$ cat src/rtl/dfc_pkg.sv
// Shared state encoding and fixed constants for the operating-point change
// sequencer. Assumes a 6-bit operating-mode status word.
package dfc_pkg;

    typedef enum logic [3:0] {
        ST_IDLE,
        ST_PORTS_OFF,
        ST_WAIT_PORTS,
        ST_WAIT_QUEUES,
        ST_WAIT_SR,
        ST_PHY_START,
        ST_WAIT_INIT_LOW,
        ST_CLK_SWITCH,
        ST_WAIT_INIT_HIGH,
        ST_GUARD,
        ST_WAIT_SR_EXIT,
        ST_MR_REPLAY,
        ST_WAIT_ACK
    } seq_state_t;

    localparam logic [5:0] OPMODE_SELFREF = 6'h23;
    localparam logic [2:0] MR_LAST_ADDR   = 3'd6;
    localparam logic [2:0] MR_LAST_IDX    = 3'd7;

endpackage

$ cat src/rtl/dfc_guard_timer.sv
// Guard-interval down-counter. Loaded with a cycle count on `load`; while
// `run` is high it counts down and reports `expired` once it reaches zero.
// Assumes `load` and `run` are never high in the same cycle.
module dfc_guard_timer #(
    parameter int W = 16
) (
    input  logic         clk,
    input  logic         rst_n,
    input  logic         load,
    input  logic [W-1:0] load_val,
    input  logic         run,
    output logic         expired
);

    logic [W-1:0] cnt;

    // Load the interval, then decrement toward zero while running.
    always_ff @(posedge clk) begin
        if (!rst_n) begin
            cnt <= '0;
        end else if (load) begin
            cnt <= load_val;
        end else if (run && cnt != '0) begin
            cnt <= cnt - 1'b1;
        end
    end

    // Interval over when running with nothing left to count.
    always_comb expired = run && (cnt == '0);

endmodule

$ cat src/rtl/dfc_mr_replay.sv
// Mode-register replay engine. On `kick` it walks ranks 1..num_ranks and,
// per rank, addresses 0..6, issuing one request at a time and waiting for
// `mr_done` before the next. Address 6 reads table entry 7. Pulses
// `finished` after the last write completes. A rank count of 0 acts as 1.
module dfc_mr_replay
    import dfc_pkg::*;
#(
    parameter int RANK_W = 2
) (
    input  logic              clk,
    input  logic              rst_n,
    input  logic              kick,
    input  logic [RANK_W-1:0] num_ranks,
    input  logic              mr_done,
    output logic              mr_req,
    output logic [RANK_W-1:0] mr_rank,
    output logic [2:0]        mr_addr,
    output logic [2:0]        mr_tbl_idx,
    output logic              finished
);

    logic active;
    logic last_write;

    // Final write: top address of the last rank.
    always_comb last_write = (mr_addr == MR_LAST_ADDR) && (mr_rank >= num_ranks);

    // Table entry: address itself, except the last address maps to entry 7.
    always_comb mr_tbl_idx = (mr_addr == MR_LAST_ADDR) ? MR_LAST_IDX : mr_addr;

    // Walk the rank/address sequence with a single outstanding request.
    always_ff @(posedge clk) begin
        if (!rst_n) begin
            active   <= 1'b0;
            mr_req   <= 1'b0;
            mr_rank  <= '0;
            mr_addr  <= '0;
            finished <= 1'b0;
        end else begin
            finished <= 1'b0;
            if (kick) begin
                active  <= 1'b1;
                mr_req  <= 1'b1;
                mr_rank <= RANK_W'(1);
                mr_addr <= '0;
            end else if (active) begin
                if (mr_req) begin
                    if (mr_done) begin
                        mr_req <= 1'b0;
                        if (last_write) begin
                            active   <= 1'b0;
                            finished <= 1'b1;
                        end else if (mr_addr == MR_LAST_ADDR) begin
                            mr_addr <= '0;
                            mr_rank <= mr_rank + 1'b1;
                        end else begin
                            mr_addr <= mr_addr + 1'b1;
                        end
                    end
                end else begin
                    mr_req <= 1'b1;
                end
            end
        end
    end

endmodule

$ cat src/rtl/dram_opchange_seq.sv
// Operating-point change sequencer. Runs quiesce, self-refresh entry, PHY
// re-init around a clock switch, a guard wait, self-refresh exit, per-rank
// mode-register replay and traffic re-enable, each step gated by a status
// input. Assumes status inputs are synchronous to clk.
module dram_opchange_seq
    import dfc_pkg::*;
#(
    parameter int PT_W    = 2,
    parameter int RANK_W  = 2,
    parameter int GUARD_W = 16
) (
    input  logic               clk,
    input  logic               rst_n,
    input  logic               start,
    input  logic [PT_W-1:0]    target_pt,
    input  logic [RANK_W-1:0]  num_ranks,
    input  logic [GUARD_W-1:0] guard_cycles,
    input  logic               rd_port_busy,
    input  logic               wr_port_busy,
    input  logic               rdq_empty,
    input  logic               wrq_empty,
    input  logic [5:0]         op_mode,
    input  logic               phy_init_done,
    input  logic               clk_switch_done,
    input  logic               mr_done,
    input  logic               sw_done_ack,
    output logic               busy,
    output logic               done,
    output logic               sw_done,
    output logic               port_en,
    output logic               cmd_block,
    output logic               selfref_req,
    output logic [PT_W-1:0]    point_sel,
    output logic               freq_chg,
    output logic               refresh_lvl,
    output logic               phy_init_start,
    output logic               clk_switch_req,
    output logic               mr_req,
    output logic [RANK_W-1:0]  mr_rank,
    output logic [2:0]         mr_addr,
    output logic [2:0]         mr_tbl_idx
);

    seq_state_t      state;
    logic [PT_W-1:0] tgt_q;
    logic            guard_load;
    logic            guard_run;
    logic            guard_expired;
    logic            mr_kick;
    logic            mr_finished;

    // Busy whenever the sequencer is away from idle.
    always_comb busy = (state != ST_IDLE);

    // Guard starts on the edge that sees init-complete return high.
    always_comb guard_load = (state == ST_WAIT_INIT_HIGH) && phy_init_done;
    always_comb guard_run  = (state == ST_GUARD);

    // Replay starts once the controller has left self-refresh.
    always_comb mr_kick = (state == ST_WAIT_SR_EXIT) && (op_mode != OPMODE_SELFREF);

    dfc_guard_timer #(.W(GUARD_W)) u_guard (
        .clk      (clk),
        .rst_n    (rst_n),
        .load     (guard_load),
        .load_val (guard_cycles),
        .run      (guard_run),
        .expired  (guard_expired)
    );

    dfc_mr_replay #(.RANK_W(RANK_W)) u_replay (
        .clk        (clk),
        .rst_n      (rst_n),
        .kick       (mr_kick),
        .num_ranks  (num_ranks),
        .mr_done    (mr_done),
        .mr_req     (mr_req),
        .mr_rank    (mr_rank),
        .mr_addr    (mr_addr),
        .mr_tbl_idx (mr_tbl_idx),
        .finished   (mr_finished)
    );

    // Main step sequencer with status-gated transitions.
    always_ff @(posedge clk) begin
        if (!rst_n) begin
            state          <= ST_IDLE;
            tgt_q          <= '0;
            done           <= 1'b0;
            sw_done        <= 1'b1;
            port_en        <= 1'b1;
            cmd_block      <= 1'b0;
            selfref_req    <= 1'b0;
            point_sel      <= '0;
            freq_chg       <= 1'b0;
            refresh_lvl    <= 1'b0;
            phy_init_start <= 1'b0;
            clk_switch_req <= 1'b0;
        end else begin
            done <= 1'b0;
            case (state)
                ST_IDLE: if (start) begin
                    tgt_q    <= target_pt;
                    sw_done  <= 1'b0;
                    freq_chg <= 1'b0;
                    state    <= ST_PORTS_OFF;
                end
                ST_PORTS_OFF: begin
                    port_en <= 1'b0;
                    state   <= ST_WAIT_PORTS;
                end
                ST_WAIT_PORTS: if (!rd_port_busy && !wr_port_busy) begin
                    cmd_block <= 1'b1;
                    state     <= ST_WAIT_QUEUES;
                end
                ST_WAIT_QUEUES: if (rdq_empty && wrq_empty) begin
                    selfref_req <= 1'b1;
                    state       <= ST_WAIT_SR;
                end
                ST_WAIT_SR: if (op_mode == OPMODE_SELFREF) begin
                    point_sel   <= tgt_q;
                    freq_chg    <= 1'b1;
                    refresh_lvl <= ~refresh_lvl;
                    state       <= ST_PHY_START;
                end
                ST_PHY_START: begin
                    phy_init_start <= 1'b1;
                    state          <= ST_WAIT_INIT_LOW;
                end
                ST_WAIT_INIT_LOW: if (!phy_init_done) begin
                    clk_switch_req <= 1'b1;
                    state          <= ST_CLK_SWITCH;
                end
                ST_CLK_SWITCH: if (clk_switch_done) begin
                    clk_switch_req <= 1'b0;
                    phy_init_start <= 1'b0;
                    state          <= ST_WAIT_INIT_HIGH;
                end
                ST_WAIT_INIT_HIGH: if (phy_init_done) begin
                    state <= ST_GUARD;
                end
                ST_GUARD: if (guard_expired) begin
                    selfref_req <= 1'b0;
                    state       <= ST_WAIT_SR_EXIT;
                end
                ST_WAIT_SR_EXIT: if (mr_kick) begin
                    state <= ST_MR_REPLAY;
                end
                ST_MR_REPLAY: if (mr_finished) begin
                    cmd_block <= 1'b0;
                    port_en   <= 1'b1;
                    sw_done   <= 1'b1;
                    state     <= ST_WAIT_ACK;
                end
                ST_WAIT_ACK: if (sw_done_ack) begin
                    done  <= 1'b1;
                    state <= ST_IDLE;
                end
                default: state <= ST_IDLE;
            endcase
        end
    end

endmodule

$ cat config.mk
export PLATFORM = sky130hd
export DESIGN_NAME = dram_opchange_seq
export DESIGN_NICKNAME = d
export VERILOG_FILES = /design/src/rtl/dfc_pkg.sv /design/src/rtl/dfc_guard_timer.sv /design/src/rtl/dfc_mr_replay.sv /design/src/rtl/dram_opchange_seq.sv
export SDC_FILE = /design/constraint.sdc
export NUM_CORES = 1
export LEC_CHECK = 0
export ABC_CLOCK_PERIOD_IN_PS = 2900
export BUFFER_PORTS_ARGS = -buffer_cell sky130_fd_sc_hd__buf_2
export CORE_MARGIN = 1
export CORE_UTILIZATION = 45
export DETAILED_ROUTE_END_ITERATION = 10
export MAX_ROUTING_LAYER = met4
export PLACE_DENSITY_LB_ADDON = 0.15
export SLEW_MARGIN = 20
export SYNTH_ARGS = -nofsm -noshare
export SYNTH_HDL_FRONTEND = slang
export SYNTH_SLANG_ARGS = --single-unit
$ cat constraint.sdc
create_clock -name clk -period 2.9 [get_ports clk]
set_input_delay 0.58 -clock clk [delete_from_list [all_inputs] [get_ports clk]]
set_output_delay 0.58 -clock clk [all_outputs]
set_load 0.005 [all_outputs]
# Word level (Yosys, flattened, before mapping)
# Index checks and enable logic that the tools add are counted.
# totals
in_bits,37
register_bits,41
wordCells,146
# op_classes
add_sub_neg,3
n_reduce_logical,41
bitwise_logic,6
order_cmp,1
muxes,49
eq_ne,27
# ops
cell,count
case mux 4 bit (13 select lines),1
2-to-1 mux 4 bit,11
2-to-1 mux 16 bit,2
2-to-1 mux 1 bit,26
nonzero test 2 bit,12
inequality test 2 bit (second input constant),11
equality test 4 bit (second input constant),5
equality test 4 x 3 -> 1 bit (second input constant),4
zero test 16 bit,1
nonzero test 16 bit,1
subtractor 16 x 1 -> 16 bit (second input constant),1
AND reduction 3 bit,5
case mux 1 bit (2 select lines),7
AND reduction 11 bit,1
AND reduction 2 bit,5
AND reduction 5 bit,2
equality test 4 x 2 -> 1 bit (second input constant),2
logical AND 1 bit,7
equality test 6 bit (second input constant),1
2-to-1 mux 3 bit,2
inequality test 6 bit (second input constant),1
inverter 1 bit,6
OR reduction 5 bit,1
equality test 4 x 1 -> 1 bit (second input constant),1
other kinds (10),11

# Depth between registers and ports, before layout
# Gate-level depths: netlist of run 1.
# logic_depth
ltp_word,7
depth_mapped,9
depth_no_buf,8

# Modules after synthesis
# A second synthesis of run 1 with hierarchy kept.
# unflattened
hier_cells,289
area_unflattened_um2,2457.4
# modules_own_cells
module,cells_per_inst,instances,area_per_inst_um2
dfc_guard_timer,122,1,1018.5
dram_opchange_seq,108,1,894.6
dfc_mr_replay,59,1,544.3

# Worst setup path after synthesis of run 1
# OpenSTA, ideal clock, no wires.
# synth_timing
path_kind,input -> register
startpoint,in op_mode[3]
endpoint,reg state[0]
arrival_time_ns,2.403
path_stages,7
setup_time_ns,0.071
path_buffers,1
t_required_ns,2.829
path_slack_ns,0.426
cell_sequence,nor4b_1 > and3_1 > clkbuf_1 > mux2i_1 > or3b_2 > or3b_2 > a21oi_1
# synth_via
elab_chain_len,4
# synth_rtl
element,line_no,source
from (decl),dram_opchange_seq.sv:22,"input logic [5:0] op_mode,"
inequality test 6 bit,dram_opchange_seq.sv:60,always_comb mr_kick = (state == ST_WAIT_SR_EXIT) && (op_mode != OPMODE_SELFREF);
logical AND 1 bit,dram_opchange_seq.sv:60,
inequality test 2 bit (no source line),n/a,
AND reduction 11 bit (no source line) *,n/a,
to (signal assigned),dram_opchange_seq.sv:87,state <= ST_IDLE;
to (signal assigned),dram_opchange_seq.sv:106,state <= ST_PORTS_OFF;
to (signal assigned),dram_opchange_seq.sv:110,state <= ST_WAIT_PORTS;
to (decl),dram_opchange_seq.sv:44,seq_state_t state;
# Mark *: on every way between the ends. The rest lies on a longest branch, timed or not.
# A chain may end at the register's enable or synchronous reset.

# Worst setup path in the final report of run 1
# layout_timing
startpoint,reg u_guard.cnt[10]
endpoint,reg u_guard.cnt[11]
# layout_via
elab_chain_len,3
# layout_rtl
element,line_no,source
from (decl),dfc_guard_timer.sv:15,logic [W-1:0] cnt;
from (signal assigned),dfc_guard_timer.sv:22,cnt <= load_val;
from (signal assigned),dfc_guard_timer.sv:24,cnt <= cnt - 1'b1;
subtractor 16 x 1 -> 16 bit or nonzero test 16 bit (tied branches),"dfc_guard_timer.sv:24, dfc_guard_timer.sv:23",
2-to-1 mux 16 bit or logical AND 1 bit (tied branches),dfc_guard_timer.sv:23,end else if (run && cnt != '0) begin
2-to-1 mux 16 bit or nonzero test 2 bit (tied branches),n/a,
# Parallel ways exist; a longest one is shown, timed or not. The select of a mux whose other input is x is not followed.

==> impl_results.md, run 1 <==
- Clock skew: 6.50 ps
- Worst-margin pin slew: 699 ps
- Final Wtd Congestion: about 0.83
- CTS clk-pin slew, worst paths: 70 ps
- Util after Layout: a little under three fifths
- Synth area leaders: dfxtp_1, a21oi_1, nor2_1
- YS warnings: 0
- Sequential share of power: a little under half
- Max incr delay on CP: 550 ps
- Drt via density: 5.30
- Skew-Pair Late Insertion Delay: around 290 ps
- Wire per inst: 12.3 um
- Post-synth EDFFs: 0
- Die width: 70.5 um
- First-pass GRT wire length: ~7600 um
- Crit share post-route: roughly four fifths
- Max-slew violation count: 0
- Critical path fanouts, max: 5
- Switching part of the total: 28.2%
- Failing checks: design-rule violations
- Total GRT Usage: 19.8%
- Pre-antenna DRT Iters: 7
- H-tree levels: 2
- DP Wirelength: roughly 3300 um
- Setup bufs post-CTS: 0
- Max VDD drop: 0.263 mV
- Port Buffer Count: 57
- Hold Path Depth: 2
- Register area share after synthesis: 38.9%
- Worst-path cell chain: or4_4 > or4_4 > o2111ai_1 > nor3_1 > xnor2_1 > a21oi_1
- Initial antenna violation count: 0
- FF+latch count, synth: 41
- Clk network pwr share: between 30% and 40%
- Vias: 1956
- Post-CTS Hold Buffers: 0
- Cell variety after synth: 49
- FP Rows: 24
- DR iter-0 viols: 107
- Nature of the critical path startpoint: register
- Required time of the critical path: 3070 ps
- P per Cell Area: approximately 560 mW/mm2
- RSZ-0062 raised after global routing: no
- CTS tree: yes
- Setup-failing EPs final: 0
- Largest net degree at the start of global routing: 31
- Post-synth ARST share: 0%
- Crit path time final: 2360 ps
- Highest Clock Rate: about 0.42 GHz
- Switching power: approximately 0.40 mW
- Die H: around 70 um
- Syn Area/Cell: roughly 7.9 um2
- ANT nets after route: 0
- Setup TNS: 0 ps
- Final hold vios: 0
- CTS max path bufs: 2
- Hold Crit Class: register to register
- Worst Path Buf+Inv: 0
- Clock Sinks: 41
- Total die area: 0.00497 mm2
- Static Leakage: about 1.1 nW
- Core area: 0.00444 mm2
- Crit-path most repeated cell: or4_4
- Post-synth top area cell: dfxtp_1
- Mapped Area: 0.00211 mm2
- CP max-delay cell: or4_4
- Comb power frac: 20.7%
- Number of buffers created by CTS: 5
- I/O pins: 58
- Post-synth top area share: between 30% and 40%
- WP depth: 6
- Gr ovfl total: 0
- Rel. slew slack: approximately 53%
- Area grow syn2layout: 19.6%
- Critical path's top delay family: simple AND/OR/NAND/NOR gates
- P_int: 1.01 mW
- Ant diodes: 0
- Clk root buf: clkbuf_8
- Post-CTS Resized: 0
- Crit Path Class: register to register
- Setup crit end kind: register
- Fraction of layout cells with a size suffix above 1: around 24%
- Critical Path AT: 2530 ps
- Syn Inst Count: 266
- Outcome: finished with violations
- FF-to-FF path depth: 6
- Vias in the first global route: around 1.8k
- Synth Flop Type: dfxtp_1
- Syn nets: slightly above 300
- DR DRC count: 10
- Starting Density: 47.5%
- Final wirelength: between 4000 and 5000 um
- Max_cap viols: 0
- Nets@finish: 356
## synth_stat cells, drive strengths merged (3+ instances only)
master and number:
a31oi 3, a21oi 25, or3b 4, buf 3
and3 4, dfxtp 41, or4 3, nand2 26
nor4 3, a211oi 3, xnor2 10, nand2b 4
o21ai 19, nor3 6, inv 7, nand3 12
xor2 6, ha 3, mux2i 4, clkbuf 14
nor2 32, nor3b 3, nor2b 4, or3 3
## stage by stage
step	total power [mW]	worst slack [ps]	hold WS (ps)	cells	area, um2
finish	1.41	538	460	369	2520
CTS	1.43	524	462	369	2520
detailed placement	0.951	213	451	361	2410
global placement	0.949	286	443	361	2410
global route	1.49	402	492	369	2520
floorplan	0.855	426	443	266	2110
## cell families (layout without fill, tap and decap cells)
logic type / Yosys count / after routing / share of synthesized area, %
and+or+nand+nor: 114 / 114 / 27.9
AOI/OAI and AO/OA: 64 / 64 / 18.0
muxes: 4 / 4 / 1.90
DFF: 41 / 41 / 38.9
adders and majority gates: 3 / 3 / 1.78
buffers and inverters: 24 / 75 / 4.86
xor gates and xnor gates: 16 / 16 / 6.64
## power groups by stage
stage	clock (mW)	sequential [mW]	combinational, mW
after global placement	0	0.665	0.284
after floorplan	0	0.635	0.220
after detailed placement	0	0.662	0.289
after CTS	0.487	0.649	0.291
after global routing	0.502	0.657	0.327
final	0.471	0.650	0.292
## sequential cells by signal, summed over array words and instances (netlist names), 2 cells and up
signal,cells
u_replay.mr_addr,3
state,4
tgt_q,2
point_sel,2
u_replay.mr_rank,2
u_guard.cnt,16
## worst reg2reg max path: cells and delay by family, from the launching register on
| family | cells | cell delay [ps] |
|---|---|---|
| AO/OA/AOI/OAI | 2 | 570 |
| XOR/XNOR | 1 | 160 |
| flip-flops | 1 | 350 |
| AND/OR/NAND/NOR | 3 | 1180 |
## worst paths after layout
path | start | end | slack, ps
worst max-delay path | u_guard.cnt[10] | u_guard.cnt[11] | 540
worst min-delay path | point_sel[1] | point_sel[1] | 460
worst max register to register | u_guard.cnt[10] | u_guard.cnt[11] | 540
worst min register to register | point_sel[1] | point_sel[1] | 460
## final cells by class
class | instances | area (um2)
Sequential cell | 41 | 821
Clock buffer | 7 | 86.3
Timing Repair Buffer | 60 | 308
Multi-Input combinational cell | 201 | 1190
Fill cell | 449 | 1920
Inverter | 7 | 26.3
Clock inverter | 1 | 30.0
Tap cell | 52 | 65.1
## routing by layer
layer	track usage (%)	part of all wire (%)	up-vias
met2	33.0	46	53
met5	-	0	-
met4	8.84	0.97	0
met3	4.47	5.2	4
li1	-	-	1033
met1	22.6	48	866
## layout by cell type, fill, tap and decap left out, drive strengths merged, types with 6 or more instances in the layout
cell / n
xnor2: 10
buf: 60
inv: 7
a21oi: 25
clkbuf: 7
nand3: 12
nand2: 26
dfxtp: 41
xor2: 6
o21ai: 19
nor3: 6
nor2: 32
Note: power is estimated with default switching activity, not from simulation.
==> run 2: changes to the inputs <==
ABC_AREA = 1   (was default)
ABC_CLOCK_PERIOD_IN_PS = 2260   (was 2900)
clock period = 2.26 ns   (was 2.9 ns; I/O delays follow)
==> impl_results.md, run 2 <==
- Outcome: complete, no violations
- Fraction of layout cells with a size suffix above 1: 25.1%
- Comb power frac: between 50% and 60%
- FF+latch count, synth: 41
- Highest Clock Rate: 0.525 GHz
- Number of buffers created by CTS: 5
- Top flop regs: u_guard.cnt: 16 flops, state: 4 flops, u_replay.mr_addr: 3 flops
- Ant diodes: 0
- Max_cap viols: 0
- Switching power: 1.55 mW
- CTS max path bufs: 2
- Max-slew violation count: 0
- Finished Cell Area: approximately 0.0030 mm2
- Setup TNS: 0 ps
- Worst-path cell chain: nor2_2 > inv_2 > nor2_1 > inv_1 > buf_2
- Mapped Area: 0.00257 mm2
- Drt via density: 4.90
- Top-count cell post-synth: nand2_1
- FP Rows: 27
- Largest net degree at the start of global routing: 23
- DR DRC count: 0
- Total GRT Usage: between 20% and 30%
- Hold Crit Class: input pin to register
- Final Wtd Congestion: 0.885
- Final wirelength: 5890 um
- Post-CTS Hold Buffers: 0
- H-tree levels: 2
- Syn nets: about 420
- Static Leakage: approximately 1.4 nW
- Number of flip-flops in the largest register: 16
- DP Wirelength: roughly 4500 um
- Total die area: 0.00601 mm2
- Crit share post-route: 84.2%
- Skew-Pair Late Insertion Delay: 300 ps
- Max incr delay on CP: 370 ps
- Post-synth EDFFs: 0
- Final hold vios: 0
- Clk network pwr share: 14.6%
- Gr ovfl total: 0
- Worst setup endpoint: busy
- Crit path time final: 1900 ps
- CP Launch Point: state[1]
- Critical path fanouts, max: 6
- Setup bufs post-CTS: 0
- Syn Inst Count: 381
- Die width: about 78 um
- Critical path's top delay family: simple AND/OR/NAND/NOR gates
- Placed inst area: slightly below 0.003 mm2
- Critical Path AT: 1450 ps
- CP max-delay cell: dfxtp_1
- Vias in the first global route: 2339
- Most frequent cells in the layout: nand2_1, buf_2, nor2_1
- R2r setup slk: 460 ps
- CTS clk-pin slew, worst paths: 90 ps
- Nets@finish: about 480
- Port Buffer Count: 57
- FF-to-FF path depth: 8
- Worst-margin pin slew: roughly 570 ps
- Commonest non-fill, non-tap cell in the layout: nand2_1
- Core area: roughly 0.0055 mm2
- Cell variety after synth: 39
- P_int: 1.78 mW
- Switching part of the total: 46.5%
- Filler Cell Count: 562
- Max VDD drop: 0.550 mV
- ANT nets after route: 0
- Required time of the critical path: 1810 ps
- RSZ-0062 raised after global routing: no
- Syn Area/Cell: between 6 and 7 um2
- Wire per inst: between 10 and 15 um
- Clk root buf: clkbuf_8
- Post-synth top area share: between 30% and 40%
- Register area share after synthesis: 32.0%
- Vias: 2505
- Clock skew: 8.01 ps
- Worst Path Buf+Inv: 3
- Starting Density: 46.6%
- P per Cell Area: 1120 mW/mm2
- WP depth: 5
- Rel. slew slack: roughly three fifths
- Initial antenna violation count: 0
- First-pass GRT wire length: 10400 um
- Clock Sinks: 41
- YS warnings: 0
- FF-to-FF End: u_replay.mr_rank[0]
- Post-CTS Resized: 0
- Nature of the critical path startpoint: register
- Post-synth ARST share: 0%
- CTS tree: yes
- Pre-antenna DRT Iters: 4
- Die H: 77.5 um
- Sequential share of power: 29.8%
- Area grow syn2layout: 16.1%
- Setup-failing EPs final: 0
- DR iter-0 viols: roughly 130
- I/O pins: 58
- Synth area leaders: dfxtp_1, nand2_1, nor2_1
- Synth Flop Type: dfxtp_1
- Post-synth top cells: nand2_1, nor2_1, dfxtp_1
- Post-synth top area cell: dfxtp_1
- Largest Register: u_guard.cnt
- Crit Path Class: register to output port
- R2R Path Start: u_replay.mr_rank[0]
- Setup crit end kind: output port
## run 2: cell types whose count changed in the layout (fill, tap and decap cells not counted), sizes merged, moves of 4 or more
| cell | previous run | this run |
|---|---|---|
| nand3 | 12 | 34 |
| nor2 | 32 | 67 |
| inv | 7 | 44 |
| nand2b | 4 | 0 |
| nor2b | 4 | 0 |
| xnor2 | 10 | 1 |
| o21ai | 19 | 26 |
| and3 | 4 | 0 |
| a21oi | 25 | 31 |
| or3b | 4 | 0 |
| nand4 | 2 | 8 |
| nand2 | 26 | 89 |
| nand3b | 1 | 5 |
## run 2: area by class of cell
| type | instances | area, um2 | area share [%] |
|---|---|---|---|
| multi-input cells | 284 | 1500 | 50.2 |
| flip-flops and latches | 41 | 821 | 27.6 |
| repair buffers | 60 | 308 | 10.3 |
| inverters | 46 | 178 | 5.96 |
| well taps | 72 | 90.1 | 3.02 |
| clock buffers | 6 | 72.6 | 2.44 |
| clock inverters | 2 | 15.0 | 0.504 |
## run 2: cell families after synthesis
family	count (synthesis)	share of synthesized area [%]
AND/OR/NAND/NOR	210	39.9
AO/OA/AOI/OAI	64	14.4
buffers and inverters	56	9.75
flip-flops	41	32.0
XOR/XNOR	5	1.71
adder cells (fa/ha/maj)	3	1.46
multiplexers	2	0.780
## run 2: power groups by stage
stage	Combinational [mW]	Sequential, mW	Clock [mW]
2_1_floorplan	1.55	0.964	0
3_3_place_gp	1.83	1.01	0
3_5_place_dp	1.84	1.01	0
4_1_cts	1.86	0.990	0.508
5_1_grt	2.12	1.01	0.537
6_report	1.85	0.991	0.485
## run 2: metal layers
metal,vias to the layer above,share of wire [%],track usage (%)
met1,1104,48,28.6
met3,5,5.0,5.18
met4,0,0.90,5.28
met2,50,46,35.0
met5,-,0,-
li1,1346,-,-
## run 2: worst min-delay path by stage
stage / startpoint / end / slack, ps / cells past startpoint
global placement: selfref_req / selfref_req / 440 / 2
detailed placement: selfref_req / selfref_req / 440 / 2
finish: sw_done_ack / done / 400 / 3
floorplan: tgt_q[0] / point_sel[0] / 430 / 2
CTS: sw_done_ack / done / 400 / 3
global route: sw_done_ack / done / 420 / 3
## run 2: through the flow
stage | setup WS (ps) | power (mW) | hold slack (ps) | std cells | util (%)
4_1_cts | 347 | 3.35 | 398 | 511 | 54.1
3_3_place_gp | 423 | 2.84 | 436 | 503 | 52.5
2_1_floorplan | 638 | 2.52 | 430 | 381 | -
6_report | 356 | 3.33 | 398 | 511 | 54.1
3_5_place_dp | 340 | 2.85 | 437 | 503 | 52.5
5_1_grt | 236 | 3.67 | 422 | 511 | 54.1
## run 2: worst register-to-register path, cell delays in order, from the launching register on
cell and delay (ps):
dfxtp_1 400, inv_1 60, ha_1 260, inv_1 50, a21boi_0 60, o21ai_0 470, nand2_1 130, xor2_1 170
a21oi_1 140
